===== config.mk =====
export PLATFORM = sky130hd
export DESIGN_NAME = lcd_raster_timer
export DESIGN_NICKNAME = d
export VERILOG_FILES = /design/src/rtl/lrt_pkg.sv /design/src/rtl/lrt_cfg_hold.sv /design/src/rtl/lrt_hseq.sv /design/src/rtl/lrt_vseq.sv /design/src/rtl/lrt_line_count.sv /design/src/rtl/lcd_raster_timer.sv
export SDC_FILE = /design/constraint.sdc
export NUM_CORES = 1
export LEC_CHECK = 0
export BUFFER_PORTS_ARGS = -buffer_cell sky130_fd_sc_hd__buf_2
export CORE_MARGIN = 5
export CORE_UTILIZATION = 51
export CTS_CLUSTER_DIAMETER = 100
export CTS_CLUSTER_SIZE = 30
export DETAILED_ROUTE_END_ITERATION = 8
export GPL_ROUTABILITY_DRIVEN = 0
export HOLD_SLACK_MARGIN = 0.06
export PLACE_DENSITY = 0.71
export SYNTH_ARGS = -nofsm -noshare
export SYNTH_HDL_FRONTEND = slang
export SYNTH_SLANG_ARGS = --single-unit

===== constraint.sdc =====
create_clock -name clk -period 7.7 [get_ports clk]
set_input_delay 0.77 -clock clk [delete_from_list [all_inputs] [get_ports clk]]
set_output_delay 0.77 -clock clk [all_outputs]
set_load 0.02 [all_outputs]

===== src/rtl/lrt_pkg.sv =====
// Shared phase encodings and phase-order helpers for the raster timer.
// Assumes: phases run strictly in the order listed; each phase is at least one tick/line.
package lrt_pkg;

    typedef enum logic [2:0] {
        H_DLY,
        H_SYNC,
        H_BACK,
        H_ACT,
        H_FRONT
    } h_phase_t;

    typedef enum logic [1:0] {
        V_SYNC,
        V_BACK,
        V_ACT,
        V_FRONT
    } v_phase_t;

    // Horizontal phase that follows p within a line.
    function automatic h_phase_t h_after(h_phase_t p);
        case (p)
            H_DLY:   return H_SYNC;
            H_SYNC:  return H_BACK;
            H_BACK:  return H_ACT;
            H_ACT:   return H_FRONT;
            default: return H_DLY;
        endcase
    endfunction

    // Vertical phase that follows p within a frame.
    function automatic v_phase_t v_after(v_phase_t p);
        case (p)
            V_SYNC:  return V_BACK;
            V_BACK:  return V_ACT;
            V_ACT:   return V_FRONT;
            default: return V_SYNC;
        endcase
    endfunction

endpackage


===== src/rtl/lrt_cfg_hold.sv =====
// Holds one bundle of timing fields for the duration of a frame.
// Loads the live inputs while reset is low and on each frame-start event.
// The "use" output already shows the incoming value in the loading cycle, so
// sequencers that reload on that same edge pick up the new frame's fields.
module lrt_cfg_hold #(
    parameter int W = 40
) (
    input  logic         clk,
    input  logic         rst_n,
    input  logic         take,
    input  logic [W-1:0] d,
    output logic [W-1:0] use_o
);
    logic [W-1:0] q;
    logic         load;

    assign load  = !rst_n || take;
    assign use_o = load ? d : q;

    // Capture fields at reset and at frame start only.
    always_ff @(posedge clk) begin
        if (load) q <= d;
    end

    assert_cfg_frozen_R9: assert property (@(posedge clk) disable iff (!rst_n)
        !take |=> $stable(q));

endmodule


===== src/rtl/lrt_hseq.sv =====
// Horizontal sequencer: walks delay, sync, back porch, active, front porch.
// Each phase lasts (field + 1) pixel ticks, timed by a down counter.
// Assumes the field inputs are the frame's effective values (see lrt_cfg_hold).
module lrt_hseq
    import lrt_pkg::*;
#(
    parameter int HW = 10
) (
    input  logic          clk,
    input  logic          rst_n,
    input  logic          pix_ce,
    input  logic [HW-1:0] f_dly,
    input  logic [HW-1:0] f_sync,
    input  logic [HW-1:0] f_back,
    input  logic [HW-1:0] f_act,
    input  logic [HW-1:0] f_front,
    output logic          hsync,
    output logic          h_active,
    output logic          line_end,
    output logic          sync_end
);
    h_phase_t      ph, ph_nxt;
    logic [HW-1:0] cnt, len_nxt;

    // Pick the next phase and its tick length.
    always_comb begin
        ph_nxt = h_after(ph);
        case (ph_nxt)
            H_DLY:   len_nxt = f_dly;
            H_SYNC:  len_nxt = f_sync;
            H_BACK:  len_nxt = f_back;
            H_ACT:   len_nxt = f_act;
            default: len_nxt = f_front;
        endcase
    end

    // Step the phase counter on each pixel tick.
    always_ff @(posedge clk) begin
        if (!rst_n) begin
            ph  <= H_DLY;
            cnt <= f_dly;
        end else if (pix_ce) begin
            if (cnt == '0) begin
                ph  <= ph_nxt;
                cnt <= len_nxt;
            end else begin
                cnt <= cnt - 1'b1;
            end
        end
    end

    assign hsync    = (ph == H_SYNC);
    assign h_active = (ph == H_ACT);
    assign line_end = (ph == H_FRONT) && (cnt == '0);
    assign sync_end = (ph == H_SYNC)  && (cnt == '0);

    assert_hold_without_tick_R2: assert property (@(posedge clk) disable iff (!rst_n)
        !pix_ce |=> $stable(ph) && $stable(cnt));

endmodule


===== src/rtl/lrt_vseq.sv =====
// Vertical sequencer: walks sync lines, back porch, active lines, front porch.
// Each phase lasts (field + 1) lines; it advances once per completed line.
module lrt_vseq
    import lrt_pkg::*;
#(
    parameter int VW = 10
) (
    input  logic          clk,
    input  logic          rst_n,
    input  logic          adv,
    input  logic [VW-1:0] f_sync,
    input  logic [VW-1:0] f_back,
    input  logic [VW-1:0] f_act,
    input  logic [VW-1:0] f_front,
    output logic          vsync,
    output logic          v_active,
    output logic          frame_last
);
    v_phase_t      ph, ph_nxt;
    logic [VW-1:0] cnt, len_nxt;

    // Pick the next vertical phase and its line length.
    always_comb begin
        ph_nxt = v_after(ph);
        case (ph_nxt)
            V_SYNC:  len_nxt = f_sync;
            V_BACK:  len_nxt = f_back;
            V_ACT:   len_nxt = f_act;
            default: len_nxt = f_front;
        endcase
    end

    // Step the line counter at each line end.
    always_ff @(posedge clk) begin
        if (!rst_n) begin
            ph  <= V_SYNC;
            cnt <= f_sync;
        end else if (adv) begin
            if (cnt == '0) begin
                ph  <= ph_nxt;
                cnt <= len_nxt;
            end else begin
                cnt <= cnt - 1'b1;
            end
        end
    end

    assign vsync      = (ph == V_SYNC);
    assign v_active   = (ph == V_ACT);
    assign frame_last = (ph == V_FRONT) && (cnt == '0);

    assert_vsync_whole_lines_R4: assert property (@(posedge clk) disable iff (!rst_n)
        !adv |=> $stable(vsync));

endmodule


===== src/rtl/lrt_line_count.sv =====
// Down-counting line counter: reloads at frame start, steps down by one on
// the edge where HSYNC ends. Wraps modulo 2^VW.
module lrt_line_count #(
    parameter int VW = 10
) (
    input  logic          clk,
    input  logic          rst_n,
    input  logic          dec,
    input  logic          reload,
    input  logic [VW-1:0] reload_val,
    output logic [VW-1:0] cnt
);
    // Reload on frame start, otherwise decrement on HSYNC end.
    always_ff @(posedge clk) begin
        if (!rst_n || reload) cnt <= reload_val;
        else if (dec)         cnt <= cnt - 1'b1;
    end

    assert_reload_frame_R8: assert property (@(posedge clk) disable iff (!rst_n)
        reload |=> cnt == $past(reload_val));

endmodule


===== src/rtl/lcd_raster_timer.sv =====
// Top of the LCD raster timing generator.
// Combines the field holders, the horizontal and vertical sequencers and the
// line counter. Assumes pix_ce is a one-clock enable from an external divider.
module lcd_raster_timer #(
    parameter int HW = 10,
    parameter int VW = 10
) (
    input  logic          clk,
    input  logic          rst_n,
    input  logic          pix_ce,
    input  logic [HW-1:0] cfg_hs_delay,
    input  logic [HW-1:0] cfg_hs_width,
    input  logic [HW-1:0] cfg_h_back,
    input  logic [HW-1:0] cfg_h_active,
    input  logic [HW-1:0] cfg_h_front,
    input  logic [VW-1:0] cfg_vs_width,
    input  logic [VW-1:0] cfg_v_back,
    input  logic [VW-1:0] cfg_v_active,
    input  logic [VW-1:0] cfg_v_front,
    output logic          hsync_o,
    output logic          vsync_o,
    output logic          de_o,
    output logic          pix_qual_o,
    output logic [VW-1:0] line_cnt_o
);
    localparam int HBUS = 5 * HW;
    localparam int VBUS = 4 * VW;

    logic [HBUS-1:0] h_in, h_use;
    logic [VBUS-1:0] v_in, v_use;
    logic            h_active, v_active, line_end, sync_end, frame_last;
    logic            line_adv, frame_evt;

    assign h_in = {cfg_hs_delay, cfg_hs_width, cfg_h_back, cfg_h_active, cfg_h_front};
    assign v_in = {cfg_vs_width, cfg_v_back, cfg_v_active, cfg_v_front};

    assign line_adv  = pix_ce && line_end;
    assign frame_evt = line_adv && frame_last;

    lrt_cfg_hold #(.W(HBUS)) u_hcfg (
        .clk(clk), .rst_n(rst_n), .take(frame_evt), .d(h_in), .use_o(h_use)
    );

    lrt_cfg_hold #(.W(VBUS)) u_vcfg (
        .clk(clk), .rst_n(rst_n), .take(frame_evt), .d(v_in), .use_o(v_use)
    );

    lrt_hseq #(.HW(HW)) u_hseq (
        .clk(clk), .rst_n(rst_n), .pix_ce(pix_ce),
        .f_dly  (h_use[4*HW +: HW]),
        .f_sync (h_use[3*HW +: HW]),
        .f_back (h_use[2*HW +: HW]),
        .f_act  (h_use[1*HW +: HW]),
        .f_front(h_use[0    +: HW]),
        .hsync(hsync_o), .h_active(h_active),
        .line_end(line_end), .sync_end(sync_end)
    );

    lrt_vseq #(.VW(VW)) u_vseq (
        .clk(clk), .rst_n(rst_n), .adv(line_adv),
        .f_sync (v_use[3*VW +: VW]),
        .f_back (v_use[2*VW +: VW]),
        .f_act  (v_use[1*VW +: VW]),
        .f_front(v_use[0    +: VW]),
        .vsync(vsync_o), .v_active(v_active), .frame_last(frame_last)
    );

    lrt_line_count #(.VW(VW)) u_lcnt (
        .clk(clk), .rst_n(rst_n),
        .dec(pix_ce && sync_end), .reload(frame_evt),
        .reload_val(v_use[1*VW +: VW]),
        .cnt(line_cnt_o)
    );

    assign de_o       = h_active && v_active;
    assign pix_qual_o = pix_ce && de_o;

    assert_hsync_fall_dec_R7: assert property (@(posedge clk) disable iff (!rst_n)
        $fell(hsync_o) |-> line_cnt_o == $past(line_cnt_o) - 1'b1);

    assert_de_outside_sync_R5: assert property (@(posedge clk) disable iff (!rst_n)
        de_o |-> !hsync_o && !vsync_o);

    assert_frame_start_vsync_R4: assert property (@(posedge clk) disable iff (!rst_n)
        frame_evt |=> vsync_o);

endmodule


==> impl_summary.md, run 1 <==
Worst setup path
The cell family with the largest share of critical-path delay is compound AO/OA/AOI/OAI gates. The nature of the critical path endpoint is a flop. The setup slack of the worst register-to-register path is 3.69 ns.

The endpoint of the most critical register-to-register path is u_hseq.cnt[1]. Along the worst path, the maximum fanout reaches 70. The largest individual stage delay along the critical path comes from the cell sky130_fd_sc_hd__buf_4. The number of cells on the worst reg-to-reg path is 9. In this run the critical register-to-register path is launched from u_hseq.cnt[0]. The worst setup path is launched from a flop. The signal on the critical path passes through inv_1, ha_1, nor4b_4, nand4_1, o21ai_4, buf_4, mux2_2, a221o_1, o31a_1.

STA puts the critical path data arrival time at 4.17 ns. The number of buffer and inverter instances along the worst setup path is 2. On the worst path, the slowest cell contributes a delay of 0.68 ns. The critical path is of the flop to flop type. Data on the critical path is required at its endpoint by 7.86 ns.

Global routing
In the global route stage, overall resource usage came out at 23.6%. The first global-routing pass estimated 27.8 mm of wire. The via count of the first global-routing pass is 5526. The number of antenna violations at the first check in global routing is 1.

The pin count of the biggest net entering global routing is 71. The total overflow left after global routing is 0.

Die
The starting density of the core is 51.5%. The number of standard-cell rows in the floorplan is 41. The number of top-level pins is 107. The area of the core is 0.0125 mm^2.

In this run the vertical extent of the chip is 122 um. In this run the horizontal extent of the chip is 122 um. The full die area is 0.0150 mm^2.

Timing
The largest clock skew in the final design is 0.00723 ns. On the final layout, the worst hold slack is 0.435 ns. Timing would allow up to 0.250 GHz. The share of the cycle needed by the critical path after routing is 52.0%. In this run the tightest slew margin relative to its limit is 43.0%. Setup violations remaining at the end of the flow were counted as 0. The final sum of negative setup slack is 0 ns. The clock period minus worst slack is 4.01 ns.

Setup repair after global routing left no endpoint under its margin. The max-slew violation total from the final report was 0. The final count of hold timing violations was 0. For the pin with the worst max-slew slack, the measured transition is 0.851 ns.

CTS
The number of instances resized during post-cts repair is 0. The CTS buffer count is 17. Clock latency on the worst-skew pair, taken at its later pin, is 0.41 ns. In this run the number of H-tree levels came out at 4. TritonCTS built the clock tree.

The clock root buffer master is sky130_fd_sc_hd__clkbuf_16. For this design, the CTS-stage hold fixing added 0 buffers. The setup fix buffers added after clock tree synthesis is 0.

For this design, the sink count on the clock tree is 125. The clock-pin slew of the registers on the worst-case setup and hold paths is 0.06 ns. The clock passes through at most 2 buffers.

Synthesis
The cell area after synthesis is 0.00644 mm^2. The number of nets produced by synthesis is 841. The top cell type by area accounts for 29.5% of the synthesized area. Of all flip-flops after synthesis, the portion carrying an async set or reset was 0%. The library cell occupying the most area in the post-synthesis netlist is sky130_fd_sc_hd__dfxtp_1. The flop and latch count out of synthesis is 125.

Of the synthesized area, sequential elements account for 43.5%. The main flop type after synthesis is sky130_fd_sc_hd__dfxtp_1. Synthesis handed over a netlist of 738 instances. The synthesized design contains 30 enable-type register cells. After synthesis, the cell types taking the most area are sky130_fd_sc_hd__dfxtp_1 (30%), sky130_fd_sc_hd__edfxtp_1 (14%), sky130_fd_sc_hd__nand2_1 (14%). Each instance of the synthesized netlist takes up on average 8.73 um^2. The netlist uses 67 different library cells.

During synthesis, Yosys emitted a total of 0 warnings.

Power and ir drop
The reported leakage power is 3.35 nW. Total power for the finished layout comes to 0.00187 W. The worst vdd rail ir drop is 0.000151 V. Power spread over the standard cell area amounts to 244 mW/mm^2.

Detailed routing
The detailed-route wire length is 17.2 mm. The routed layout has 5754 vias. For this run, design rule violations remaining after detail routing come to 0.

Once detail routing completed, the nets flagged for antenna violations numbered 0. After detailed routing, the number of vias per cell comes to 5.70. The pre-antenna-repair detailed-routing pass consisted of 6 iterations. The first-iteration detailed-routing DRC count is 559. The detail-routed net length per standard cell is 17.0 um.

Cells and area
The library cell used most frequently in the layout, excluding fill and tap cells, is sky130_fd_sc_hd__nand2_1. Summing all flip-flop and latch instances after layout gives 0.00280 mm^2. After filler insertion, the fill cell instance count of the layout stands at 1122.

The net count of the finished layout is 927. Compared with the post-synthesis result, the final layout area differs by 18.9%. In the final layout, the share of cells above drive strength 1 is 23.5%. Summing all multi-input logic gate instances after layout gives 0.00337 mm^2. Leaving out fill and tap cells, the most frequent cells in the layout are sky130_fd_sc_hd__nand2_1 (237), sky130_fd_sc_hd__buf_2 (106), sky130_fd_sc_hd__dfxtp_1 (95).

Min path
The worst hold path startpoint is u_hcfg.q[47]. The worst hold path cell count is 2. The path with the worst hold slack has its endpoint at u_hcfg.q[47]. The worst hold-check path type is flop to flop.

Placement
The HPWL reported at the end of detailed placement is 12.1 mm. The number of buffers inserted by port buffering is 106.

Job
The max capacitance violation total is 0.

Run status
The flow ran to the end, and the final reports show no timing, DRC or antenna violations.
==> tightest hold or removal path, delay by kind of cell, from the launching register on <==
| family | cells | cell delay [ns] |
|---|---|---|
| flip-flops | 1 | 0.30 |
| AND/OR/NAND/NOR | 2 | 0.09 |
==> cells in the mapped netlist, types with 3 or more instances <==
cell                        number
sky130_fd_sc_hd__nand3_1         9
sky130_fd_sc_hd__nor2b_1         6
sky130_fd_sc_hd__o31a_1          4
sky130_fd_sc_hd__o22ai_1         6
sky130_fd_sc_hd__a211oi_1        5
sky130_fd_sc_hd__dfxtp_1        95
sky130_fd_sc_hd__nor3_1         12
sky130_fd_sc_hd__a21oi_1        14
sky130_fd_sc_hd__mux4_2          3
sky130_fd_sc_hd__o41ai_1         3
sky130_fd_sc_hd__nor4_1          4
sky130_fd_sc_hd__clkbuf_1       18
sky130_fd_sc_hd__a221o_1        13
sky130_fd_sc_hd__xnor2_1         9
sky130_fd_sc_hd__mux2i_1        11
sky130_fd_sc_hd__mux2_4          4
sky130_fd_sc_hd__edfxtp_1       30
sky130_fd_sc_hd__and2_1          3
sky130_fd_sc_hd__inv_1          15
sky130_fd_sc_hd__xor2_1          7
sky130_fd_sc_hd__nand2_1       237
sky130_fd_sc_hd__buf_2          20
sky130_fd_sc_hd__buf_6           3
sky130_fd_sc_hd__or4_1           4
sky130_fd_sc_hd__a2bb2oi_1       5
sky130_fd_sc_hd__a31oi_1         6
sky130_fd_sc_hd__o21ai_0        39
sky130_fd_sc_hd__a221oi_1       19
sky130_fd_sc_hd__nor2_1         38
sky130_fd_sc_hd__o31ai_1         4
sky130_fd_sc_hd__o211ai_1        3
sky130_fd_sc_hd__mux2_2         35
sky130_fd_sc_hd__o21a_1          5
sky130_fd_sc_hd__ha_1           10
==> metrics by stage <==
| step | util (%) | worst slack, ns | instance area [um^2] | std cells |
|---|---|---|---|---|
| 2_1_floorplan | - | 4.68 | 6440 | 738 |
| 3_3_place_gp | 56.1 | 3.72 | 7020 | 977 |
| 3_5_place_dp | 56.1 | 3.68 | 7020 | 977 |
| 4_1_cts | 61.2 | 3.70 | 7660 | 1009 |
| 5_1_grt | 61.2 | 3.42 | 7660 | 1010 |
| 6_report | 61.2 | 3.69 | 7660 | 1010 |
==> worst max-delay path by stage <==
stage          slack, ns           from  cells past startpoint       endpoint
3_5_place_dp        3.68          rst_n                      7  u_hseq.cnt[6]
5_1_grt             3.42  u_hseq.cnt[0]                      9  u_hseq.cnt[1]
3_3_place_gp        3.72          rst_n                      7  u_hseq.cnt[6]
6_report            3.69  u_hseq.cnt[0]                      9  u_hseq.cnt[1]
4_1_cts             3.70  u_hseq.cnt[0]                      9  u_hseq.cnt[1]
2_1_floorplan       4.68  u_hseq.cnt[0]                      7  u_lcnt.cnt[0]
==> power by group <==
part	switching (W)	internal, W
sequential	0.0000408	0.000741
clock	0.000301	0.000545
combinational	0.000128	0.000109
total	0.000470	0.00140
==> routing by layer <==
metal  wire, um  part of all wire [%]  track usage (%)  vias up
met4        388                   2.3             8.12        0
met3       1250                   7.3             5.12       38
li1           -                     -                -     2781
met2       7710                    45             36.2      258
met1       7820                    46             33.1     2677
met5          0                     0                0        -
==> state kept, by name, indices dropped and copies added, names as in the netlist <==
| register | cells |
|---|---|
| u_vcfg.q | 40 |
| u_vseq.ph | 2 |
| u_hseq.ph | 3 |
| u_lcnt.cnt | 10 |
| u_vseq.cnt | 10 |
| u_hcfg.q | 50 |
| u_hseq.cnt | 10 |
==> logic make-up after synthesis <==
logic type               share of synthesized area (%)
flip-flops                                        43.5
AO/OA/AOI/OAI                                     15.9
XOR/XNOR                                          2.18
multiplexers                                      10.2
AND/OR/NAND/NOR                                   21.9
adder cells (fa/ha/maj)                           1.94
buffers and inverters                             4.35
==> final cells by class <==
type,instances,area share (%)
multi-input cells,553,44.0
flip-flops and latches,125,36.6
repair buffers,112,7.51
clock buffers,22,6.75
well taps,172,2.81
clock inverters,10,1.58
inverters,15,0.735
diodes,1,0.0327
No activity file was read; power rests on OpenSTA's default activity.
==> run 2, diff against run 1 <==
- ABC_AREA: unset -> 1
- clock period: 7.7 -> 3.8 ns (I/O delays scaled with it)
==> impl_summary.md, run 2 <==
Run status
The flow ran to the end, and the final reports show no timing, DRC or antenna violations.

Min path
The tightest min-delay check is of the input port to flop type.

Die
The die span in x is 125 um. The floorplan step defined a core boundary enclosing 0.0131 mm^2. The initial utilization of the core area, before any placement, comes to 51.5%. For this design the top-level I/O count stands at 107. Measured along the y axis, the die boundary spans 125 um. The number of standard-cell rows in the floorplan is 42. The die covers 0.0156 mm^2.

Global routing
The pin count of the biggest net entering global routing is 98. The global-route total usage across every layer is 23.2%. Global routing finished with a remaining overflow of 0.

The via count of the first global-routing pass is 5981. The number of antenna violations at the first check in global routing is 0. The first global-routing pass estimated 29.2 mm of wire.

Worst setup path
The signal on the critical path passes through nor2_1, inv_1, nor2_1, buf_4, inv_1, nor3_1, buf_2. The nature of the critical path endpoint is an output pin. The biggest fanout along the worst timing path is 15. The master of the slowest instance on the critical path is sky130_fd_sc_hd__dfxtp_1. The type of the worst setup path is flop to output pin. The largest stage delay on the critical path is 0.50 ns. The setup slack of the worst register-to-register path is 1.05 ns.

The launching element type of the critical path is a flop. The worst path required time is 3.42 ns. The worst endpoint data arrival time is 2.55 ns.

Synthesis
Sorting the synthesized cells by area gives the leading types as sky130_fd_sc_hd__dfxtp_1 (28%), sky130_fd_sc_hd__edfxtp_1 (13%), sky130_fd_sc_hd__nand2_1 (13%). The mean post-synth cell area is 7.26 um^2. Counting flops with an async set or reset pin after synthesis yields a share of 0%. In the synthesized netlist, the cells that appear most often are sky130_fd_sc_hd__nand2_1 (230), sky130_fd_sc_hd__inv_1 (127), sky130_fd_sc_hd__nand3_1 (126), sky130_fd_sc_hd__dfxtp_1 (95), sky130_fd_sc_hd__and2_1 (59). The count of flip-flops with a built-in enable after synthesis is 30. The library cell occupying the most area in the post-synthesis netlist is sky130_fd_sc_hd__dfxtp_1. The cell area after synthesis is 0.00674 mm^2. In the post-synthesis netlist, the cell with the most instances is sky130_fd_sc_hd__nand2_1. The synthesized netlist contains 35 unique library cells. When the netlist entered floorplanning its net count stood at 1031.

The proportion of synthesized chip area in sequential cells is 41.6%. The top cell type by area accounts for 28.2% of the synthesized area. Counting every instance in the synthesized netlist gives 928. During synthesis, Yosys emitted a total of 0 warnings. In this run, synthesis produced a sequential element count of 125.

The main flop type after synthesis is sky130_fd_sc_hd__dfxtp_1.

Timing
The final sum of negative setup slack is 0 ns. Dividing the final minimum period by the clock period gives 77.2%. Static timing analysis puts the maximum clock frequency at 0.341 GHz. Setup repair after global routing left no endpoint under its margin. The final count of hold timing violations was 0.

The largest clock skew in the final design is 0.00692 ns. The final critical-path setup slack is 0.867 ns. The final setup violation count is 0. The worst pin sits at a relative slew slack of 46.1%. The clock period minus worst slack is 2.93 ns.

For the pin with the worst max-slew slack, the measured transition is 0.807 ns. The hold slack is 0.170 ns. The max-slew violation total from the final report is 0.

Job
The max capacitance violation total is 0.

Detailed routing
The first-iteration detailed-routing DRC count is 462. Dividing the detail-routed wire length by the instance count gives 15.0 um. Once detail routing completed, the nets flagged for antenna violations numbered 0. The via count of the routed design is 6170. In the routed design, unresolved DRC markers number 0. The pre-antenna-repair detailed-routing pass consisted of 5 iterations. The detailed-route vias per instance is 5.11. For this block, the routed nets add up to 18.1 mm of wire.

Cells and area
In the layout the commonest cells are sky130_fd_sc_hd__nand2_1 (230), sky130_fd_sc_hd__inv_1 (127), sky130_fd_sc_hd__nand3_1 (126). 0 antenna diodes ended up in the layout. Compared with the post-synthesis result, the final layout area differs by 18.3%. The library cell used most frequently in the layout, excluding fill and tap cells, is sky130_fd_sc_hd__nand2_1.

More flip-flops sit in one register than any other, and that register is u_hcfg.q. The post-route netlist has 15.7% of its cells at a drive strength greater than 1. The net count of the finished layout is 1122. The number of standard cells in the final layout excluding fillers is 1208. The number of flip-flops in the largest register is 50. The largest registers in the layout are u_hcfg.q: 50 flops, u_vcfg.q: 40 flops.

CTS
Counting every sink on the clock net gives 125. In this run the deepest clock path goes through 2 buffers. TritonCTS created 17 clock buffers.

The level count of the clock H-tree is 4. The number of instances resized during post-cts repair is 0. The clock root buffer master is sky130_fd_sc_hd__clkbuf_16. The number of hold-repair buffers added at the cts stage is 0. The clock insertion delay at the later pin of the skew report is 0.42 ns. The TritonCTS clock tree is done. The setup fix buffers added after clock tree synthesis is 0. After clock tree synthesis, the clock-pin slew on the worst setup and hold paths is 0.06 ns.

Power and ir drop
The overall power of the completed layout is 0.00374 W. The worst vdd rail ir drop is 0.000359 V. Summed over all cells, the static leakage comes to 4.01 nW. The power per unit of standard cell area is 470 mW/mm^2.

Placement
After legalization and detailed placement, the total HPWL measured 12.7 mm. Prior to clock tree synthesis, the placed netlist has a worst setup slack of 1.11 ns. The post-placement cell count is 1176. The number of buffers inserted by port buffering is 106.
## run 2: area by class of cell
class | count | area, um^2
fill | 1208 | 5120
multi-input combinational | 631 | 3220
sequential | 125 | 2800
timing repair buffer | 114 | 603
clock buffer | 23 | 543
inverter | 130 | 488
tap | 176 | 220
clock inverter | 9 | 90.1
## run 2: worst max-delay path: cells and delay by family, from the launching register on
family,cells,cell delay (ns)
AND/OR/NAND/NOR,3,0.87
buffers and inverters,4,0.77
flip-flops,1,0.50
## run 2: cells by family (layout without fill, tap and decap cells)
kind of cell	Yosys count	in the layout	share of synthesized area (%)
simple gates	530	530	37.6
fa+ha+maj	10	10	1.86
compound gates	77	77	6.56
buf+inv	172	276	10.6
xor+xnor	14	14	1.82
flops	125	125	41.6
## run 2: metal layers
layer	vias to the layer above	wire [um]	global-route usage [%]
met1	2807	7630	28.4
li1	3137	-	-
met2	190	8880	39.0
met5	-	0	0
met4	0	442	9.57
met3	36	1110	5.93
## run 2: final timing paths
kind | depth (start not counted) | to | start
max | 7 | pix_qual_o | u_hseq.ph[2]
min reg2reg | 2 | u_hcfg.q[6] | u_hcfg.q[6]
max reg2reg | 10 | u_hseq.cnt[7] | u_hseq.ph[2]
min | 3 | u_vcfg.q[8] | cfg_v_front[8]
## run 2: report_power, final
group	switching [W]	internal [W]
sequential	0.0000527	0.00152
clock	0.000617	0.00108
combinational	0.000280	0.000194
## run 2: per-stage QoR
stage | area, um^2 | utilization (%)
global route | 7970 | 60.9
finish | 7970 | 60.9
detailed placement | 7330 | 56.1
floorplan | 6740 | -
CTS | 7970 | 60.9
global placement | 7330 | 56.1
